File: config.mk
export PLATFORM = sky130hd
export DESIGN_NAME = gpio_chg_port
export DESIGN_NICKNAME = d
export VERILOG_FILES = /design/src/rtl/gpio_chg_pkg.sv /design/src/rtl/gpio_chg_ctrl.sv /design/src/rtl/gpio_chg_dp.sv /design/src/rtl/gpio_chg_port.sv
export SDC_FILE = /design/constraint.sdc
export NUM_CORES = 1
export LEC_CHECK = 0
export BUFFER_PORTS_ARGS = -buffer_cell sky130_fd_sc_hd__buf_4
export CAP_MARGIN = 20
export CORE_ASPECT_RATIO = 1.1
export CORE_UTILIZATION = 35
export CTS_BUF_LIST = sky130_fd_sc_hd__clkbuf_8
export DETAILED_ROUTE_END_ITERATION = 8
export PLACE_DENSITY_LB_ADDON = 0.08
export SLEW_MARGIN = 20
export SYNTH_ARGS = -nofsm -noshare
export SYNTH_HDL_FRONTEND = slang
export SYNTH_SLANG_ARGS = --single-unit
export TNS_END_PERCENT = 20
File: constraint.sdc
create_clock -name clk -period 1.2 [get_ports clk]
set_input_delay 0.18 -clock clk [delete_from_list [all_inputs] [get_ports clk]]
set_output_delay 0.18 -clock clk [all_outputs]
set_load 0.01 [all_outputs]
File: src/rtl/gpio_chg_pkg.sv
package gpio_chg_pkg;
  typedef struct packed {
    logic portRd;
    logic portWr;
    logic dirRd;
    logic dirWr;
    logic chgClr;
    logic extClr;
  } strobe_t;
endpackage

File: src/rtl/gpio_chg_ctrl.sv
module gpio_chg_ctrl
  import gpio_chg_pkg::*;
(
  input  logic    busEn,
  input  logic    busWe,
  input  logic    busAddr,
  input  logic    chgClrIn,
  input  logic    extClrIn,
  output strobe_t str
);
  always_comb begin
    str.portRd = busEn & ~busWe & ~busAddr;
    str.portWr = busEn &  busWe & ~busAddr;
    str.dirRd  = busEn & ~busWe &  busAddr;
    str.dirWr  = busEn &  busWe &  busAddr;
    str.chgClr = chgClrIn;
    str.extClr = extClrIn;
  end
endmodule

File: src/rtl/gpio_chg_dp.sv
module gpio_chg_dp
  import gpio_chg_pkg::*;
#(
  parameter int W       = 8,
  parameter int CHG_LSB = 4,
  parameter int EXT_BIT = 0
) (
  input  logic         clk,
  input  logic         rst_n,
  input  strobe_t      str,
  input  logic [W-1:0] wdata,
  output logic [W-1:0] rdata,
  input  logic         pullupOffN,
  input  logic         extRise,
  input  logic [W-1:0] pinIn,
  output logic [W-1:0] pinOe,
  output logic [W-1:0] pinOut,
  output logic [W-1:0] pullEn,
  output logic         chgFlag,
  output logic         extFlag
);
  localparam int CW = W - CHG_LSB;

  logic [W-1:0]  dirReg, latReg, syncA, pinSync;
  logic [CW-1:0] snap, diffBits;
  logic          mismatch, extPrev, extEdge;

  // direction and output latch
  always_ff @(posedge clk or negedge rst_n) begin
    if (!rst_n) begin
      dirReg <= '1;
      latReg <= '0;
    end else begin
      if (str.dirWr)  dirReg <= wdata;
      if (str.portWr) latReg <= wdata;
    end
  end

  // two-flop input synchronizer
  always_ff @(posedge clk or negedge rst_n) begin
    if (!rst_n) begin
      syncA   <= '0;
      pinSync <= '0;
    end else begin
      syncA   <= pinIn;
      pinSync <= syncA;
    end
  end

  assign pinOe  = ~dirReg;
  assign pinOut = latReg;
  assign pullEn = dirReg & {W{~pullupOffN}};

  always_comb begin
    rdata = '0;
    if (str.portRd)     rdata = pinSync;
    else if (str.dirRd) rdata = dirReg;
  end

  // change detector on the upper pins
  always_ff @(posedge clk or negedge rst_n) begin
    if (!rst_n)                        snap <= '0;
    else if (str.portRd || str.portWr) snap <= pinSync[W-1:CHG_LSB];
  end

  genvar gi;
  generate
    for (gi = 0; gi < CW; gi++) begin : g_cmp
      assign diffBits[gi] = dirReg[CHG_LSB+gi] & (pinSync[CHG_LSB+gi] ^ snap[gi]);
    end
  endgenerate
  assign mismatch = |diffBits;

  always_ff @(posedge clk or negedge rst_n) begin
    if (!rst_n)          chgFlag <= 1'b0;
    else if (mismatch)   chgFlag <= 1'b1;
    else if (str.chgClr) chgFlag <= 1'b0;
  end

  // edge detector on the external-interrupt pin
  always_ff @(posedge clk or negedge rst_n) begin
    if (!rst_n) extPrev <= 1'b0;
    else        extPrev <= pinSync[EXT_BIT];
  end
  assign extEdge = extRise ? (pinSync[EXT_BIT] & ~extPrev)
                           : (~pinSync[EXT_BIT] & extPrev);

  always_ff @(posedge clk or negedge rst_n) begin
    if (!rst_n)          extFlag <= 1'b0;
    else if (extEdge)    extFlag <= 1'b1;
    else if (str.extClr) extFlag <= 1'b0;
  end


  chg_set_chk: assert property (@(posedge clk) disable iff (!rst_n)
    mismatch |=> chgFlag);

  chg_hold_chk: assert property (@(posedge clk) disable iff (!rst_n)
    (chgFlag && !str.chgClr) |=> chgFlag);

  out_excluded_chk: assert property (@(posedge clk) disable iff (!rst_n)
    (!chgFlag && (pinOe[W-1:CHG_LSB] == '1)) |=> !chgFlag);

  ext_rise_chk: assert property (@(posedge clk) disable iff (!rst_n)
    (extRise && pinSync[EXT_BIT] && !extPrev) |=> extFlag);

  ext_fall_chk: assert property (@(posedge clk) disable iff (!rst_n)
    (!extRise && !pinSync[EXT_BIT] && extPrev) |=> extFlag);

  dir_load_chk: assert property (@(posedge clk) disable iff (!rst_n)
    str.dirWr |=> (pinOe == ~$past(wdata)));

  lat_load_chk: assert property (@(posedge clk) disable iff (!rst_n)
    str.portWr |=> (pinOut == $past(wdata)));
endmodule

File: src/rtl/gpio_chg_port.sv
module gpio_chg_port
  import gpio_chg_pkg::*;
#(
  parameter int W       = 8,
  parameter int CHG_LSB = 4
) (
  input  logic         clk,
  input  logic         rst_n,
  input  logic         busEn,
  input  logic         busWe,
  input  logic         busAddr,
  input  logic [W-1:0] busWdata,
  output logic [W-1:0] busRdata,
  input  logic         pullupOffN,
  input  logic         extRise,
  input  logic         chgClr,
  input  logic         extClr,
  input  logic [W-1:0] pinIn,
  output logic [W-1:0] pinOe,
  output logic [W-1:0] pinOut,
  output logic [W-1:0] pullEn,
  output logic         chgFlag,
  output logic         extFlag
);
  strobe_t str;

  gpio_chg_ctrl u_ctrl (
    .busEn(busEn), .busWe(busWe), .busAddr(busAddr),
    .chgClrIn(chgClr), .extClrIn(extClr), .str(str)
  );

  gpio_chg_dp #(.W(W), .CHG_LSB(CHG_LSB), .EXT_BIT(0)) u_dp (
    .clk(clk), .rst_n(rst_n), .str(str), .wdata(busWdata), .rdata(busRdata),
    .pullupOffN(pullupOffN), .extRise(extRise), .pinIn(pinIn),
    .pinOe(pinOe), .pinOut(pinOut), .pullEn(pullEn),
    .chgFlag(chgFlag), .extFlag(extFlag)
  );


  always_comb begin
    pull_oe_chk: assert ((pullEn & pinOe) == '0);
  end
endmodule

==> results of run 1 <==
## metal layers
metal / vias up / share of wire
met5: - / 0
met4: 0 / 0.020
met3: 6 / 0.066
met2: 40 / 0.47
met1: 499 / 0.44
li1: 513 / -
## cell usage after synthesis (2+ instances only)
master	n
clkbuf_1	2
mux2_2	20
xor2_1	3
dfrtp_1	31
nor2_1	16
dfstp_2	8
inv_1	9
nand2b_1	3
mux2i_1	8
## final cells by class
type / count / area, µm² / share of cell area
sequential: 39 / 985.9 / 0.4366
clock buffer: 7 / 96.34 / 0.04266
clock inverter: 1 / 3.754 / 0.001662
timing repair buffer: 72 / 585.6 / 0.2593
tap: 52 / 65.06 / 0.02881
multi-input combinational: 58 / 488.0 / 0.2161
inverter: 9 / 33.78 / 0.01496
## logic make-up after synthesis
| group | after synthesis | share of synthesized area |
|---|---|---|
| XOR/XNOR | 4 | 0.02296 |
| AO/OA/AOI/OAI | 3 | 0.01722 |
| multiplexers | 28 | 0.2000 |
| buffers and inverters | 12 | 0.03443 |
| AND/OR/NAND/NOR | 23 | 0.07951 |
| flip-flops | 39 | 0.6459 |
## worst max-delay path, stage by stage, from the launching register on
cell     delay (ns)
dfstp_2        0.56
mux2i_1        0.07
nor2_1         0.10
buf_4          0.13
## state kept, by name (all words and copies together), names as in the netlist
signal	flops
u_dp.chgFlag	1
u_dp.dirReg	8
u_dp.extFlag	1
u_dp.extPrev	1
u_dp.pinOut	8
u_dp.pinSync	8
u_dp.snap	4
u_dp.syncA	8
## layout by cell type (no fill, tap or decap)
cell type | synthesis | routed
mux2_2 | 20 | 20
mux2i_1 | 8 | 8
nand2b_4 | 1 | 1
buf_4 | 0 | 57
dfstp_2 | 8 | 8
o211ai_1 | 1 | 1
xor2_1 | 3 | 3
nand3_2 | 1 | 1
a222oi_1 | 1 | 1
nand2b_1 | 3 | 3
clkbuf_8 | 0 | 7
inv_1 | 9 | 4
inv_2 | 0 | 6
dlygate4sd3_1 | 0 | 9
nand3b_2 | 1 | 1
xnor2_1 | 1 | 1
dfrtp_1 | 31 | 31
nand3b_1 | 1 | 1
nor2_1 | 16 | 16
o221ai_1 | 1 | 1
buf_6 | 1 | 6
## report_power, final
part	switching, mW	internal (mW)
logic	0.328	0.471
registers	0.109	1.52
clock network	0.416	0.515
## repair_timing
action	in CTS	in global routing
setup buffers	1	0
setup endpoints to repair	23	25
hold buffers	9	0
hold endpoints to repair	39	0
pin swaps	6	4
gates resized for setup	5	7
## how the worst min path moves through the flow
stage / start / to / slack [ns] / cells past startpoint
after global routing: busWdata[2] / u_dp.pinOut[2] / 0.12 / 2
after detailed placement: rst_n / u_dp.pinSync[5] / 0.18 / 1
after floorplan: rst_n / u_dp.chgFlag / -0.12 / 0
final: extRise / u_dp.extFlag / 0.13 / 2
after global placement: rst_n / u_dp.snap[1] / 0.17 / 1
after CTS: extRise / u_dp.extFlag / 0.12 / 2
## metrics by stage
step / setup WS [ns] / power [mW]
global placement: 0.08194 / 2.378
global route: -0.2038 / 3.554
CTS: -0.1546 / 3.389
finish: -0.1297 / 3.359
floorplan: 0.1072 / 1.972
detailed placement: 0.02393 / 2.391
==> impl_metrics.json, run 1 <==
{
  "grt_antenna_before_repair": 0,
  "portBuffers": 58,
  "area_delta_synth_final_pct": 47.95,
  "cellPowerDensity_nw_per_um2": 1487,
  "grt_use_met2": 0.2280,
  "cts_buffers": 5,
  "crit_path_start": "u_dp.dirReg[5]",
  "ioPinCount": 59,
  "coreArea_um2": 4084,
  "final-instance-count-excl-fill": 238,
  "async_flop_share": 1.000,
  "worst_pin_slew_ns": 0.4873,
  "die-area_um2": 4630,
  "via_count": 1058,
  "initial_utilization": 0.3738,
  "overflow": 0,
  "layout-drive-gt1-share": 0.5753,
  "cts_root_buf": "clkbuf_8",
  "drcViolationCount": 0,
  "synth_nets": 134,
  "netlist.area_leader.share": 0.5082,
  "synth-seq-cells": 39,
  "crit_type": "register to output pin",
  "min_period_over_period": 1.108,
  "mappedNetlistArea_um2": 1526,
  "status": "finished with violations",
  "gr-usage-all-layers": 0.1439,
  "rr_endpoint": "u_dp.chgFlag",
  "rsz0062_at_grt": "yes",
  "syn_area_per_cell_um2": 14.00,
  "grt_max_degree": 40,
  "routabilityCongestion": 0.7051,
  "grt_most_used_layer": "met2",
  "ir_worst_vdd_mv": 0.7549,
  "synth_cells": 109,
  "slew_headroom": 0.6751,
  "nNetsFinal": 210,
  "synth_top_area_cell": "dfrtp_1",
  "period_minus_slack_ns": 1.330,
  "use_met3": 0.04140,
  "yosys_warnings": 0,
  "clkTransAtPathRegs_ns": 0.06,
  "insertion_delay_ns": 0.28,
  "violations": "negative setup slack",
  "dp.cells": 220,
  "post_drt_wl_per_cell_um": 12.96,
  "grt_pass1_wl_um": 4809,
  "use_met1": 0.1749,
  "critPathRequiredTime_ns": 1.02,
  "cp-start-kind": "register",
  "postLayoutCellArea_um2": 2258,
  "cts_sinks": 39,
  "cts_tree": "yes",
  "cts-htree-levels": 2,
  "via_per_inst": 4.445,
  "clk_path_buf_depth": 2,
  "ys_seq_area_frac": 0.6459,
  "max_freq_ghz": 0.7520,
  "leakagePower_nw": 1.102,
  "ant_nets": 0,
  "setup_viol": 18,
  "crit_path_end_kind": "output pin",
  "worstHoldPathType": "input port to register",
  "rrSetupSlack_ns": 0.06,
  "r2r-start": "u_dp.pinSync[5]",
  "finalHoldViolCount": 0,
  "antenna_cells": 0,
  "grt_pass1_vias": 1030,
  "row_count": 24,
  "utilization": 0.5530,
  "synth.distinct_cells": 18,
  "firstDrtPassIters": 4,
  "drt_iter0_drc": 19,
  "worstPathMaxFanout": 4,
  "worstPathArrival_ns": 1.15,
  "netlist_top_cells_area": "dfrtp_1, mux2_2, dfstp_2",
  "synthFlopType": "dfrtp_1",
  "wl_um": 3084,
  "fin_setup_tns_ns": -1.436,
  "placed_cell_area_um2": 2038,
  "worst_slack_ns": -0.1297,
  "rr_worst_depth": 3,
  "n_fill_cell": 374,
  "die_h_um": 71.27,
  "fp.dieW_um": 64.97,
  "slew_violations": 0,
  "drv_cap": 0,
  "hpwl_um": 2251,
  "synth-edff-count": 0,
  "worst_hold_slack_ns": 0.1297,
  "endpoint": "busRdata[5]",
  "fin_skew_ns": 0.005067
}
Power figures use the tool's default switching activity.
==> run 2: changes to the inputs <==
Settings changed: CORE_UTILIZATION 35 to 25, RECOVER_POWER set to 100.
==> impl_metrics.json, run 2 (synthesis results as in run 1) <==
{
  "status": "finished with violations",
  "violations": "negative setup slack",
  "holdCritStartpoint": "extRise",
  "crit_path_start": "u_dp.dirReg[7]",
  "rsz0062_at_grt": "yes",
  "slew_violations": 0,
  "grt_antenna_before_repair": 0,
  "gr-usage-all-layers": 0.1196,
  "ant_nets": 0,
  "cts-htree-levels": 2,
  "wl_um": 3394,
  "r2r-start": "u_dp.pinSync[5]",
  "hpwl_um": 2499,
  "worstHoldPathType": "input port to register",
  "dp_worst_setup_slack_ns": 0.009875,
  "cts_sinks": 39,
  "cts_buffers": 5,
  "coreArea_um2": 5842,
  "leakagePower_nw": 1.042,
  "ir_worst_vdd_mv": 0.5654,
  "die_h_um": 83.96,
  "clkTransAtPathRegs_ns": 0.08,
  "worstPathMaxFanout": 4,
  "rrSetupSlack_ns": 0.02,
  "post_drt_wl_per_cell_um": 13.05,
  "crit_path_end_kind": "output pin",
  "via_count": 1068,
  "cellPowerDensity_nw_per_um2": 1434,
  "layout-drive-gt1-share": 0.5027,
  "cts_root_buf": "clkbuf_8",
  "nNetsFinal": 207,
  "worstPathArrival_ns": 1.20,
  "finalHoldViolCount": 0,
  "fin_setup_tns_ns": -1.861,
  "antenna_cells": 0,
  "n_fill_cell": 601,
  "drv_cap": 0,
  "postLayoutCellArea_um2": 2213,
  "multi_input_area_um2": 495.5,
  "overflow": 0,
  "insertion_delay_ns": 0.28,
  "power_mw": 3.175,
  "fin_skew_ns": 0.004297,
  "final_cell_mix": "buf_4, dfrtp_1, mux2_2",
  "initial_utilization": 0.2613,
  "dp.cells": 243,
  "area_delta_synth_final_pct": 45.00,
  "max_stage_delay_ns": 0.57,
  "firstDrtPassIters": 4,
  "portBuffers": 58,
  "path_buf_inv": 1,
  "worst_slack_ns": -0.1761,
  "rr_endpoint": "u_dp.chgFlag",
  "worst_pin_slew_ns": 0.5430,
  "crit_family": "flip-flops",
  "ff_latch_area_um2": 985.9,
  "ioPinCount": 59,
  "critPathRequiredTime_ns": 1.02,
  "cp.depth": 3,
  "row_count": 29,
  "cp-start-kind": "register",
  "cts_setup_buffers": 0,
  "slew_headroom": 0.6380,
  "grt_pass1_vias": 1109,
  "setup_viol": 19,
  "die-area_um2": 6423,
  "grt_max_degree": 40,
  "drt_iter0_drc": 21,
  "clk_path_buf_depth": 2,
  "routabilityCongestion": 0.6766,
  "crit_slowest_cell": "dfstp_2",
  "max_freq_ghz": 0.7267,
  "placed_cell_area_um2": 2054,
  "fp.dieW_um": 76.51,
  "crit_path_cell_trace": "mux2i_1, nor2_1, buf_4",
  "min_period_over_period": 1.147,
  "grt_pass1_wl_um": 5830,
  "drcViolationCount": 0,
  "mostFrequentLayoutCell": "buf_4",
  "via_per_inst": 4.108,
  "cts_tree": "yes",
  "endpoint": "busRdata[7]",
  "final-instance-count-excl-fill": 260,
  "period_minus_slack_ns": 1.376,
  "crit_type": "register to output pin",
  "rr_worst_depth": 3
}
==> run 2: cell count changes in the layout (fill, tap and decap cells not counted) <==
| cell | before | now |
|---|---|---|
| nor2_1 | 16 | 13 |
| clkbuf_8 | 7 | 5 |
| dfstp_2 | 8 | 6 |
| buf_4 | 57 | 34 |
| nor2_2 | 0 | 3 |
| clkbuf_1 | 0 | 11 |
| dfstp_1 | 0 | 2 |
| clkbuf_4 | 0 | 9 |
| inv_1 | 4 | 6 |
==> run 2: where the power goes <==
| part | switching (mW) | internal [mW] |
|---|---|---|
| Clock | 0.418 | 0.387 |
| Sequential | 0.114 | 1.51 |
| Combinational | 0.335 | 0.406 |
| Total | 0.867 | 2.31 |
==> run 2: how the worst min path moves through the flow <==
| stage | to | cells after the start |
|---|---|---|
| 4_1_cts | u_dp.extFlag | 2 |
| 5_1_grt | u_dp.extFlag | 2 |
| 6_report | u_dp.extFlag | 2 |
| 3_5_place_dp | u_dp.chgFlag | 1 |
| 2_1_floorplan | u_dp.chgFlag | 0 |
| 3_3_place_gp | u_dp.snap[2] | 1 |
==> run 2: stage by stage <==
| step | hold slack [ns] | utilization |
|---|---|---|
| 2_1_floorplan | -0.1156 | - |
| 3_3_place_gp | 0.1830 | 0.3517 |
| 3_5_place_dp | 0.1870 | 0.3517 |
| 4_1_cts | 0.1074 | 0.3834 |
| 5_1_grt | 0.1110 | 0.3789 |
| 6_report | 0.1155 | 0.3789 |
==> run 2: layout make-up <==
class / instances / share of cell area
clock buffers: 5 / 0.03109
clock inverters: 3 / 0.005088
inverters: 9 / 0.01526
multi-input cells: 58 / 0.2239
flip-flops and latches: 39 / 0.4455
well taps: 77 / 0.04353
repair buffers: 69 / 0.2357
==> run 2: timing repair <==
| action | CTS | global route |
|---|---|---|
| endpoints found under the hold margin | 39 | 0 |
| resized for setup | 9 | 6 |
| hold buffers | 9 | 0 |
| setup endpoints to repair | 25 | 25 |
| pin swaps | 7 | 1 |
==> run 2: routing by layer <==
| layer | part of all wire | GRT usage | wire length, µm | vias to the layer above |
|---|---|---|---|---|
| li1 | - | - | - | 503 |
| met1 | 0.47 | 0.1604 | 1589 | 519 |
| met2 | 0.46 | 0.1810 | 1570 | 42 |
| met3 | 0.057 | 0.03388 | 194 | 4 |
| met4 | 0.011 | 0.04720 | 38 | 0 |
| met5 | 0 | 0 | 0 | - |
